===== src/rtl/rsp_pkg.sv =====
package rsp_pkg;

    localparam int SRC_CNT = 15;
    localparam int CODE_W  = 4;

    typedef enum logic [CODE_W-1:0] {
        SRC_POWER_ON      = 4'd0,
        SRC_SUPPLY_LOW    = 4'd1,
        SRC_STBY_OVERCUR  = 4'd2,
        SRC_REG_SHORT     = 4'd3,
        SRC_EXT_PIN       = 4'd4,
        SRC_FLASH_ENTER   = 4'd5,
        SRC_FLASH_EXIT    = 4'd6,
        SRC_WAKE_STBY     = 4'd7,
        SRC_WAKE_SLEEP    = 4'd8,
        SRC_WAKE_FAILSAFE = 4'd9,
        SRC_WD_EARLY      = 4'd10,
        SRC_WD_OVERFLOW   = 4'd11,
        SRC_WD_BADCODE    = 4'd12,
        SRC_BAD_MODE      = 4'd13,
        SRC_IRQ_LATE      = 4'd14
    } src_code_e;

    typedef enum logic [2:0] {
        MODE_NORMAL   = 3'd0,
        MODE_STANDBY  = 3'd1,
        MODE_SLEEP    = 3'd2,
        MODE_FLASH    = 3'd3,
        MODE_RESTART  = 3'd4,
        MODE_FAILSAFE = 3'd5
    } op_mode_e;

    typedef enum logic [1:0] {
        ST_ASSERT  = 2'd0,
        ST_RELEASE = 2'd1,
        ST_IDLE    = 2'd2
    } rst_state_e;

endpackage


===== src/rtl/rsp_prescaler.sv =====
module rsp_prescaler #(
    parameter int CYC_PER_TICK = 100000
) (
    input  logic clk_i,
    input  logic rst_ni,
    input  logic clear_i,
    input  logic run_i,
    output logic tick_o
);
    localparam int PRE_W = (CYC_PER_TICK > 1) ? $clog2(CYC_PER_TICK) : 1;
    localparam logic [PRE_W-1:0] PRE_LAST = PRE_W'(CYC_PER_TICK - 1);

    logic [PRE_W-1:0] pre_q;

    always_ff @(posedge clk_i or negedge rst_ni) begin
        if (!rst_ni) begin
            pre_q <= '0;
        end else if (clear_i) begin
            pre_q <= '0;
        end else if (run_i) begin
            if (pre_q == PRE_LAST) pre_q <= '0;
            else                   pre_q <= pre_q + 1'b1;
        end
    end

    assign tick_o = run_i && !clear_i && (pre_q == PRE_LAST);

    AST_PRE_IN_RANGE: assert property (@(posedge clk_i) disable iff (!rst_ni)
        pre_q <= PRE_LAST);
endmodule


===== src/rtl/rsp_src_priority.sv =====
module rsp_src_priority
    import rsp_pkg::*;
#(
    parameter int NUM_SRC = SRC_CNT
) (
    input  logic [NUM_SRC-1:0] req_i,
    output logic               any_o,
    output logic [CODE_W-1:0]  code_o
);
    always_comb begin
        code_o = '0;
        for (int i = NUM_SRC - 1; i >= 0; i--) begin
            if (req_i[i]) code_o = CODE_W'(i);
        end
    end

    assign any_o = |req_i;
endmodule


===== src/rtl/rsp_len_cfg.sv =====
module rsp_len_cfg
    import rsp_pkg::*;
(
    input  logic     clk_i,
    input  logic     rst_ni,
    input  op_mode_e mode_i,
    input  logic     wr_i,
    input  logic     val_i,
    output logic     long_o
);
    logic long_q;
    logic forced;

    assign forced = (mode_i == MODE_RESTART) || (mode_i == MODE_FAILSAFE);

    always_ff @(posedge clk_i or negedge rst_ni) begin
        if (!rst_ni)     long_q <= 1'b0;
        else if (forced) long_q <= 1'b1;
        else if (wr_i)   long_q <= val_i;
    end

    assign long_o = long_q;

    AST_FORCE_LONG: assert property (@(posedge clk_i) disable iff (!rst_ni)
        ((mode_i == MODE_RESTART) || (mode_i == MODE_FAILSAFE)) |=> long_o);
    AST_WRITE_TAKES: assert property (@(posedge clk_i) disable iff (!rst_ni)
        (wr_i && (mode_i != MODE_RESTART) && (mode_i != MODE_FAILSAFE)) |=> (long_o == $past(val_i)));
endmodule


===== src/rtl/rsp_pin_watch.sv =====
module rsp_pin_watch (
    input  logic clk_i,
    input  logic rst_ni,
    input  logic pin_i,
    input  logic drive_i,
    output logic pin_high_o,
    output logic edge_o
);
    logic [1:0] sync_q;
    logic       prev_q;
    logic       seen_high_q;
    logic       armed_q;

    always_ff @(posedge clk_i or negedge rst_ni) begin
        if (!rst_ni) begin
            sync_q      <= 2'b00;
            prev_q      <= 1'b0;
            seen_high_q <= 1'b0;
            armed_q     <= 1'b0;
        end else begin
            sync_q      <= {sync_q[0], pin_i};
            prev_q      <= sync_q[1];
            seen_high_q <= sync_q[1];
            if (drive_i)                      armed_q <= 1'b0;
            else if (sync_q[1] && seen_high_q) armed_q <= 1'b1;
        end
    end

    assign pin_high_o = sync_q[1];
    assign edge_o     = armed_q && !drive_i && prev_q && !sync_q[1];

    AST_NO_SELF_EDGE: assert property (@(posedge clk_i) disable iff (!rst_ni)
        edge_o |-> (!drive_i && !$past(drive_i)));
    AST_EDGE_AFTER_TWO_HIGH: assert property (@(posedge clk_i) disable iff (!rst_ni)
        $rose(armed_q) |-> ($past(sync_q[1]) && $past(seen_high_q)));
endmodule


===== src/rtl/rst_pulse_stretcher.sv =====
module rst_pulse_stretcher
    import rsp_pkg::*;
#(
    parameter int CLK_FREQ_HZ  = 100_000_000,
    parameter int TICK_FREQ_HZ = 1000,
    parameter int SHORT_TICKS  = 1,
    parameter int LONG_TICKS   = 20
) (
    input  logic               clk_i,
    input  logic               rst_ni,
    input  logic [SRC_CNT-1:0] event_i,
    input  logic [2:0]         mode_i,
    input  logic               cfg_wr_i,
    input  logic               cfg_long_i,
    input  logic               pin_i,
    output logic               pin_drive_o,
    output logic [CODE_W-1:0]  src_code_o,
    output logic               len_long_o
);
    localparam int CYC_PER_TICK = CLK_FREQ_HZ / TICK_FREQ_HZ;
    localparam int TCNT_W       = $clog2(LONG_TICKS + 1);
    localparam logic [TCNT_W-1:0] T_SHORT = TCNT_W'(SHORT_TICKS);
    localparam logic [TCNT_W-1:0] T_LONG  = TCNT_W'(LONG_TICKS);

    rst_state_e         state_q, state_d;
    logic [TCNT_W-1:0]  ticks_q;
    logic [CODE_W-1:0]  code_q;
    logic [SRC_CNT-1:0] req_vec;
    logic               start;
    logic [CODE_W-1:0]  win_code;
    logic               tick;
    logic               ext_edge;
    logic               pin_high;
    logic               long_sel;
    logic               drive;

    rsp_pin_watch u_pin (
        .clk_i      (clk_i),
        .rst_ni     (rst_ni),
        .pin_i      (pin_i),
        .drive_i    (drive),
        .pin_high_o (pin_high),
        .edge_o     (ext_edge)
    );

    always_comb begin
        req_vec              = event_i;
        req_vec[SRC_EXT_PIN] = event_i[SRC_EXT_PIN] | ext_edge;
    end

    rsp_src_priority #(.NUM_SRC(SRC_CNT)) u_prio (
        .req_i  (req_vec),
        .any_o  (start),
        .code_o (win_code)
    );

    rsp_len_cfg u_len (
        .clk_i  (clk_i),
        .rst_ni (rst_ni),
        .mode_i (op_mode_e'(mode_i)),
        .wr_i   (cfg_wr_i),
        .val_i  (cfg_long_i),
        .long_o (long_sel)
    );

    rsp_prescaler #(.CYC_PER_TICK(CYC_PER_TICK)) u_pre (
        .clk_i   (clk_i),
        .rst_ni  (rst_ni),
        .clear_i (start),
        .run_i   (state_q == ST_ASSERT),
        .tick_o  (tick)
    );

    // state register
    always_ff @(posedge clk_i or negedge rst_ni) begin
        if (!rst_ni) state_q <= ST_ASSERT;
        else         state_q <= state_d;
    end

    // next state
    always_comb begin
        state_d = state_q;
        if (start) begin
            state_d = ST_ASSERT;
        end else begin
            unique case (state_q)
                ST_ASSERT:  if (tick && ticks_q == TCNT_W'(1)) state_d = ST_RELEASE;
                ST_RELEASE: if (pin_high) state_d = ST_IDLE;
                ST_IDLE:    state_d = ST_IDLE;
                default:    state_d = ST_IDLE;
            endcase
        end
    end

    // stretch counter and source capture
    always_ff @(posedge clk_i or negedge rst_ni) begin
        if (!rst_ni) begin
            ticks_q <= T_SHORT;
            code_q  <= SRC_POWER_ON;
        end else if (start) begin
            ticks_q <= long_sel ? T_LONG : T_SHORT;
            code_q  <= win_code;
        end else if (state_q == ST_ASSERT && tick) begin
            ticks_q <= ticks_q - 1'b1;
        end
    end

    // outputs
    always_comb begin
        unique case (state_q)
            ST_ASSERT:  drive = 1'b1;
            ST_RELEASE: drive = 1'b0;
            ST_IDLE:    drive = 1'b0;
            default:    drive = 1'b0;
        endcase
    end

    assign pin_drive_o = drive;
    assign src_code_o  = code_q;
    assign len_long_o  = long_sel;

    AST_EVENT_DRIVES: assert property (@(posedge clk_i) disable iff (!rst_ni)
        (event_i != '0) |=> pin_drive_o);
    AST_TICKS_BOUNDED: assert property (@(posedge clk_i) disable iff (!rst_ni)
        ticks_q <= T_LONG);
    AST_CODE_HOLDS: assert property (@(posedge clk_i) disable iff (!rst_ni)
        ((event_i == '0) && !ext_edge) |=> $stable(src_code_o));
    AST_RESTART_FULL: assert property (@(posedge clk_i) disable iff (!rst_ni)
        ((event_i != '0) && !len_long_o) |=> (ticks_q == T_SHORT));
endmodule


===== config.mk =====
export PLATFORM = sky130hd
export DESIGN_NAME = rst_pulse_stretcher
export DESIGN_NICKNAME = d
export VERILOG_FILES = /design/src/rtl/rsp_pkg.sv /design/src/rtl/rsp_prescaler.sv /design/src/rtl/rsp_src_priority.sv /design/src/rtl/rsp_len_cfg.sv /design/src/rtl/rsp_pin_watch.sv /design/src/rtl/rst_pulse_stretcher.sv
export SDC_FILE = /design/constraint.sdc
export NUM_CORES = 1
export LEC_CHECK = 0
export ABC_CLOCK_PERIOD_IN_PS = 4050
export BUFFER_PORTS_ARGS = -buffer_cell sky130_fd_sc_hd__buf_2
export CORE_ASPECT_RATIO = 1.5
export CORE_MARGIN = 1.5
export CORE_UTILIZATION = 28
export DETAILED_ROUTE_END_ITERATION = 10
export GPL_ROUTABILITY_DRIVEN = 1
export MAX_ROUTING_LAYER = met4
export PLACE_DENSITY_LB_ADDON = 0.25
export SYNTH_ARGS = -nofsm -noshare
export SYNTH_HDL_FRONTEND = slang
export SYNTH_SLANG_ARGS = --single-unit

===== constraint.sdc =====
create_clock -name clk_i -period 4.05 [get_ports clk_i]
set_clock_uncertainty 0.1 [all_clocks]
set_input_delay 0.405 -clock clk_i [delete_from_list [all_inputs] [get_ports clk_i]]
set_output_delay 0.405 -clock clk_i [all_outputs]
set_load 0.02 [all_outputs]

==> out/metrics.csv, run 1 <==
metric;value;unit
ff2ff_path_depth;6;
final.fill_count;673;
nNetsFinal;245;
insertion_delay;0.29;ns
hold_buffers;0;
gp_congestion;0.7876;
slowest_delay;0.73;ns
status;finished, final reports clean;
cp_max_fo;6;
rsz0062_at_grt;no;
power.switching;0.1587;mW
slew_headroom;49.90;%
synth.avg_cell_area;9.540;sq um
clkPwrFrac;45.5;%
ctsHtreeMaxLevel;2;
numCtsBuffers;5;
overflow;0;
wl_met1;1692;um
track_usage;13.28;%
ir_worst_vdd;207.6;uV
clk_pin_slew;0.07;ns
first_pass_iters;4;
max_slew.worst_pin.slew;0.7515;ns
grt_pass1_vias;1507;
critPathKind;reg2reg;
wl_per_cell;14.15;um
crit-reg2reg-launch;u_pre.pre_q[0];
clock-sinks;33;
coreArea;0.006218;sq mm
tritoncts;built;
final_util;34.45;%
setup_violations;0;
layout_commonest_cell;dfrtp_1;
ios;29;
clock-root-buffer;clkbuf_8;
power;0.7164;mW
synth.distinct_cells;47;
synth_flop_cell;dfrtp_1;
tns;0;ns
p_int;0.5577;mW
worstPathArrival;2.36;ns
synth_edf_count;0;
syn_to_final_growth;16.94;%
top_layer_used;met4;
leakage;0.8385;nW
syn_nets;218;
initial_core_util;29.46;%
swShare;22.15;%
dp_hpwl;3002;um
yosys_warnings;0;
vias;1534;
via_per_inst;5.218;
synth_seq_cells;33;
antenna_found_initial;0;
postCtsSetupRepairBufs;0;
ys_seq_area_share;45.15;%
cp_num_buf_inv;0;
async_reset_ff_share;100.0;%
layout-drive-gt1-share;20.45;%
die_y;102.1;um
p_per_area;334.5;mW/mm^2
grt_max_degree;34;
critPathLaunchType;register;
met2_length;2211;um
netlist_area;0.001832;sq mm
syn_inst;192;
cap_violations;0;
drtIter0Drc;51;
post-route-drc-count;0;
port_buffers;27;
clock.fmax;0.4329;GHz
wl;4159;um
met3WireLength;175;um
hold_path.class;in2async;
critPathCaptureType;register;
clockBufferDepth;2;
grt_pass1_wl;7217;um
final_cell_mix;dfrtp_1 (32), buf_2 (27), nor2_1 (26);
rr_endpoint;ticks_q[4];
hold_viol_final;0;
fp-row-count;35;
worstPathCellList;ha_1, nand2_1, or4b_1, nor4_4, xnor2_1, a21oi_2;
rrSetupSlack;1.74;ns
die_width;69.04;um
drv_slew;0;
slowest_stage;or4b_1;
ant_nets;0;
worstPathRequired;4.10;ns
die_area;0.007046;sq mm
cp_top_family;simple AND/OR/NAND/NOR gates;
post-route-period-util;57.04;%
pwr-share-seq;47.8;%
diodes;0;
cts_resized;0;
min_period;2.310;ns
p_comb_share;6.7;%
## how the worst max path moves through the flow
| stage | from | slack (ns) | cells past startpoint | to |
|---|---|---|---|---|
| after floorplan | u_pre.pre_q[0] | 2.04 | 7 | ticks_q[4] |
| after global placement | u_pre.pre_q[0] | 1.74 | 6 | u_pre.pre_q[15] |
| after detailed placement | u_pre.pre_q[0] | 1.74 | 6 | ticks_q[4] |
| after CTS | u_pre.pre_q[0] | 1.72 | 6 | ticks_q[1] |
| after global routing | u_pre.pre_q[0] | 1.61 | 6 | u_pre.pre_q[5] |
| final | u_pre.pre_q[0] | 1.74 | 6 | ticks_q[4] |
## through the flow
stage / hold WS (ns) / setup slack [ns] / instance area, sq um / std cells
finish: 0.08318 / 1.740 / 2142 / 294
floorplan: 0.009409 / 2.037 / 1832 / 192
detailed placement: 0.2449 / 1.740 / 2026 / 286
global route: 0.1126 / 1.606 / 2142 / 294
global placement: 0.2351 / 1.741 / 2026 / 286
CTS: 0.1158 / 1.719 / 2142 / 294
## flip-flops by register name, summed over array words and instances, names as in the netlist
name / flops
u_pin.prev_q: 1
u_pin.armed_q: 1
state_q: 2
u_pre.pre_q: 17
ticks_q: 5
src_code_o: 4
u_len.long_o: 1
u_pin.sync_q: 2
## area by class of cell
cell class	instances	area [sq um]	share of cell area (%)
multi-input combinational	145	944.7	44.10
clock inverter	1	30.03	1.402
sequential	33	827.0	38.61
clock buffer	7	86.33	4.030
tap	74	92.59	4.322
timing repair buffer	27	135.1	6.308
inverter	7	26.28	1.227
## logic make-up (layout without fill, tap and decap cells)
kind of cell,count (synthesis),in the layout,synth area share [%]
simple gates,93,93,30.26
flops,33,33,45.15
compound gates,35,35,12.43
buf+inv,14,42,3.278
fa+ha+maj,3,3,2.049
xor+xnor,12,12,5.738
mux,2,2,1.093
## cells in the mapped netlist (3+ instances only)
library cell / count / area, sq um
nor3b_1: 3 / 22.52
nand2_1: 12 / 45.04
o31ai_1: 3 / 22.52
xnor2_1: 5 / 43.79
nor2_1: 26 / 97.59
nand3_1: 13 / 65.06
or3_1: 5 / 31.28
a31oi_1: 3 / 18.77
clkbuf_1: 6 / 22.52
dfrtp_1: 32 / 800.8
nor4b_1: 3 / 26.28
a21oi_1: 12 / 60.06
nand4_1: 4 / 25.02
ha_1: 3 / 37.54
inv_1: 6 / 22.52
o211ai_1: 3 / 22.52
xor2_1: 7 / 61.31
or4_1: 3 / 22.52
a211oi_1: 3 / 22.52
nor4_1: 4 / 25.02
## per-layer routing
| layer | track usage (%) | up-vias |
|---|---|---|
| li1 | - | 747 |
| met1 | 14.53 | 750 |
| met4 | 5.430 | 0 |
| met5 | - | - |
| met2 | 23.15 | 30 |
| met3 | 3.254 | 7 |
## power groups by stage
stage | clock [mW] | combinational, mW | sequential, mW
3_3_place_gp | 0 | 0.0485 | 0.349
6_report | 0.326 | 0.0479 | 0.343
2_1_floorplan | 0 | 0.0187 | 0.351
4_1_cts | 0.339 | 0.0494 | 0.343
5_1_grt | 0.354 | 0.0543 | 0.344
3_5_place_dp | 0 | 0.0493 | 0.349
No activity file was read; power rests on OpenSTA's default activity.
==> inputs of run 2 (changes only) <==
- ABC_AREA: unset -> 1
- ABC_CLOCK_PERIOD_IN_PS: 4050 -> 2200
- clock period: 4.05 -> 2.2 ns (I/O delays scaled with it)
==> run 2 against run 1 <==
Net effect: count of clock-buffer cells in the layout unchanged; global-route usage down 0.75 points; largest power group unchanged; die area up 3.1%; register-to-register slack worse by 1.4 ns; fmax up 26%; utilization up 0.11 points.
==> out/metrics.csv, run 2 <==
metric;value;unit;change
met2_length;2135;um;-3.4%
cap_violations;0;;unchanged
top_register;u_pre.pre_q;;
synth_edf_count;0;;unchanged
fin_area;0.002257;sq mm;+5.4%
post-route-period-util;83.24;%;+26 points
synth_top_area_share;42.36;%;-1.4 points
clockBufferDepth;2;;unchanged
synthMostInstantiatedCell;nand2_1;;
port_buffers;27;;unchanged
syn_inst;241;;+26%
slowest_delay;0.40;ns;-0.33 ns
wl;3965;um;-4.7%
yosysTopAreaCell;dfrtp_1;;
synth_seq_cells;33;;unchanged
yosys-top-cells-area;dfrtp_1 (42%), nand2_1 (11%), inv_1 (7.9%);;
ctsHtreeMaxLevel;2;;unchanged
rsz0062_at_grt;no;;
worstPathRequired;2.27;ns;-1.83 ns
detailed_place.area;0.002121;sq mm;+4.7%
layout-drive-gt1-share;19.42;%;-1.0 points
max_slew.worst_pin.slew;0.7395;ns;-0.01205 ns
critPathLaunchType;register;;
critPathCaptureType;register;;
power;1.320;mW;+84%
netlist_area;0.001891;sq mm;+3.2%
hold_path.class;in2reg;;
grt_pass1_wl;7134;um;-1.2%
post-route-drc-count;0;;unchanged
yosys_warnings;0;;unchanged
pwr-share-seq;47.6;%;-0.2 points
nNetsFinal;303;;+24%
overflow;0;;unchanged
initial_core_util;28.95;%;-0.51 points
cts_resized;0;;unchanged
cp_max_fo;4;;-2
wl_per_cell;11.20;um;-21%
syn_nets;267;;+22%
cpMostUsedCell;nor2_1;;
hold_depth;2;;
layout_commonest_cell;nand2_1;;
synth.avg_cell_area;7.845;sq um;-18%
async_reset_ff_share;100.0;%;unchanged
syn_to_final_growth;19.39;%;
status;finished, final reports clean;;
clock-sinks;33;;unchanged
clock.fmax;0.5461;GHz;+26%
insertion_delay;0.29;ns;about the same
final_util;34.56;%;+0.11 points
p_per_area;585.0;mW/mm^2;+75%
via_per_inst;4.545;;-13%
power.switching;0.2885;mW;+82%
final_cell_mix;nand2_1 (57), inv_1 (40), dfrtp_1 (32);;
met3WireLength;131;um;-25%
vias;1609;;+4.9%
yosys-top-cells-count;nand2_1 (57), inv_1 (40), dfrtp_1 (32);;
tritoncts;built;;
antenna_found_initial;0;;unchanged
die_width;70.09;um;+1.5%
gp_congestion;0.8570;;+8.8%
grt_max_degree;34;;unchanged
wl_met1;1630;um;-3.7%
diodes;0;;unchanged
worstPathCellList;ha_1, inv_1, nor2_1, nand2_1, nor2_1, nand3_1, inv_1, nand3_1, nor2_1, o22ai_2;;
ir_worst_vdd;306.4;uV;+48%
ant_nets;0;;unchanged
cp_top_family;simple AND/OR/NAND/NOR gates;;
p_comb_share;7.9;%;+1.2 points
clock-root-buffer;clkbuf_8;;
synth.distinct_cells;34;;-28%
critical_path_cell_count;10;;+4
slew_headroom;50.70;%;+0.80 points
p_int;1.032;mW;+85%
grt_pass1_vias;1611;;+6.9%
setup_violations;0;;unchanged
hold_viol_final;0;;unchanged
drv_slew;0;;unchanged
setup_slack;0.3687;ns;-1.371 ns
largest_register_ffs;17;;unchanged
coreArea;0.006531;sq mm;+5.0%
clk_pin_slew;0.07;ns;about the same
ys_seq_area_share;43.75;%;-1.4 points
dp_slack;0.3824;ns;-1.358 ns
swShare;21.85;%;-0.31 points
ios;29;;unchanged
worstPathArrival;1.90;ns;-0.46 ns
die_y;103.6;um;+1.5%
critPathKind;reg2reg;;
slowest_stage;dfrtp_1;;
leakage;1.076;nW;+28%
dp_hpwl;3037;um;+1.2%
tns;0;ns;unchanged
cp_num_buf_inv;2;;+2
first_pass_iters;4;;unchanged
final.fill_count;682;;+1.3%
die_area;0.007264;sq mm;+3.1%
top_layer_used;met4;;
min_period;1.831;ns;-0.4788 ns
synth_flop_cell;dfrtp_1;;
rrSetupSlack;0.37;ns;-1.37 ns
postCtsSetupRepairBufs;0;;unchanged
drtIter0Drc;46;;-9.8%
ff2ff_path_depth;10;;+4
track_usage;12.54;%;-0.75 points
numCtsBuffers;5;;unchanged
fp-row-count;36;;+2.9%
clkPwrFrac;44.5;%;-1.0 points
## run 2: cell type report
type                            instances  area [sq um]  share of cell area, %
Sequential cell                        33         827.0                  36.64
Clock inverter                          1         30.03                  1.330
Clock buffer                            7         86.33                  3.825
Multi-Input combinational cell        163         893.4                  39.58
Inverter                               45         170.2                  7.539
Timing Repair Buffer                   29         155.1                  6.874
Tap cell                               76         95.09                  4.213
## run 2: cells by family (layout without fill, tap and decap cells)
group | after synthesis | in the layout | synth area share, %
AND/OR/NAND/NOR | 118 | 118 | 29.19
buffers and inverters | 45 | 82 | 9.000
flip-flops | 33 | 33 | 43.75
AO/OA/AOI/OAI | 31 | 31 | 10.99
XOR/XNOR | 11 | 11 | 5.096
adder cells (fa/ha/maj) | 3 | 3 | 1.986
## run 2: power by group through the flow
stage	sequential, mW	combinational [mW]	clock (mW)
global placement	0.640	0.104	0
finish	0.629	0.105	0.587
floorplan	0.644	0.0505	0
detailed placement	0.640	0.104	0
global route	0.631	0.123	0.637
CTS	0.629	0.107	0.612
## run 2: worst register-to-register path: stages (launching register included)
cell	delay [ns]
dfrtp_1	0.40
ha_1	0.16
inv_1	0.07
nor2_1	0.18
nand2_1	0.11
nor2_1	0.13
nand3_1	0.15
inv_1	0.11
nand3_1	0.09
nor2_1	0.12
o22ai_2	0.08
## run 2: path summary, 6_finish.rpt
| check | start | to |
|---|---|---|
| min in group asynchronous | rst_ni | u_pre.pre_q[14] |
| min reg2reg | u_pin.sync_q[0] | u_pin.sync_q[1] |
| max | u_pre.pre_q[0] | u_pre.pre_q[16] |
| max reg2reg | u_pre.pre_q[0] | u_pre.pre_q[16] |
| min | cfg_wr_i | u_len.long_o |
| max in group asynchronous | rst_ni | u_pre.pre_q[4] |
## run 2: timing repair
| item | 4_1_cts | 5_1_grt |
|---|---|---|
| endpoints found under the hold margin | 33 | 0 |
| hold buffers | 2 | 0 |
| endpoints found under the setup margin | 0 | 0 |
## run 2: metal layers
layer,vias up,GRT usage [%]
li1,838,-
met1,732,12.81
met2,33,22.65
met3,6,2.432
met4,0,5.769
met5,-,-
## run 2: stage by stage
| step | std cells | hold WS (ns) |
|---|---|---|
| floorplan | 241 | -0.1756 |
| global placement | 344 | 0.2341 |
| detailed placement | 344 | 0.2334 |
| CTS | 354 | 0.01155 |
| global route | 354 | 0.03862 |
| finish | 354 | 0.02175 |
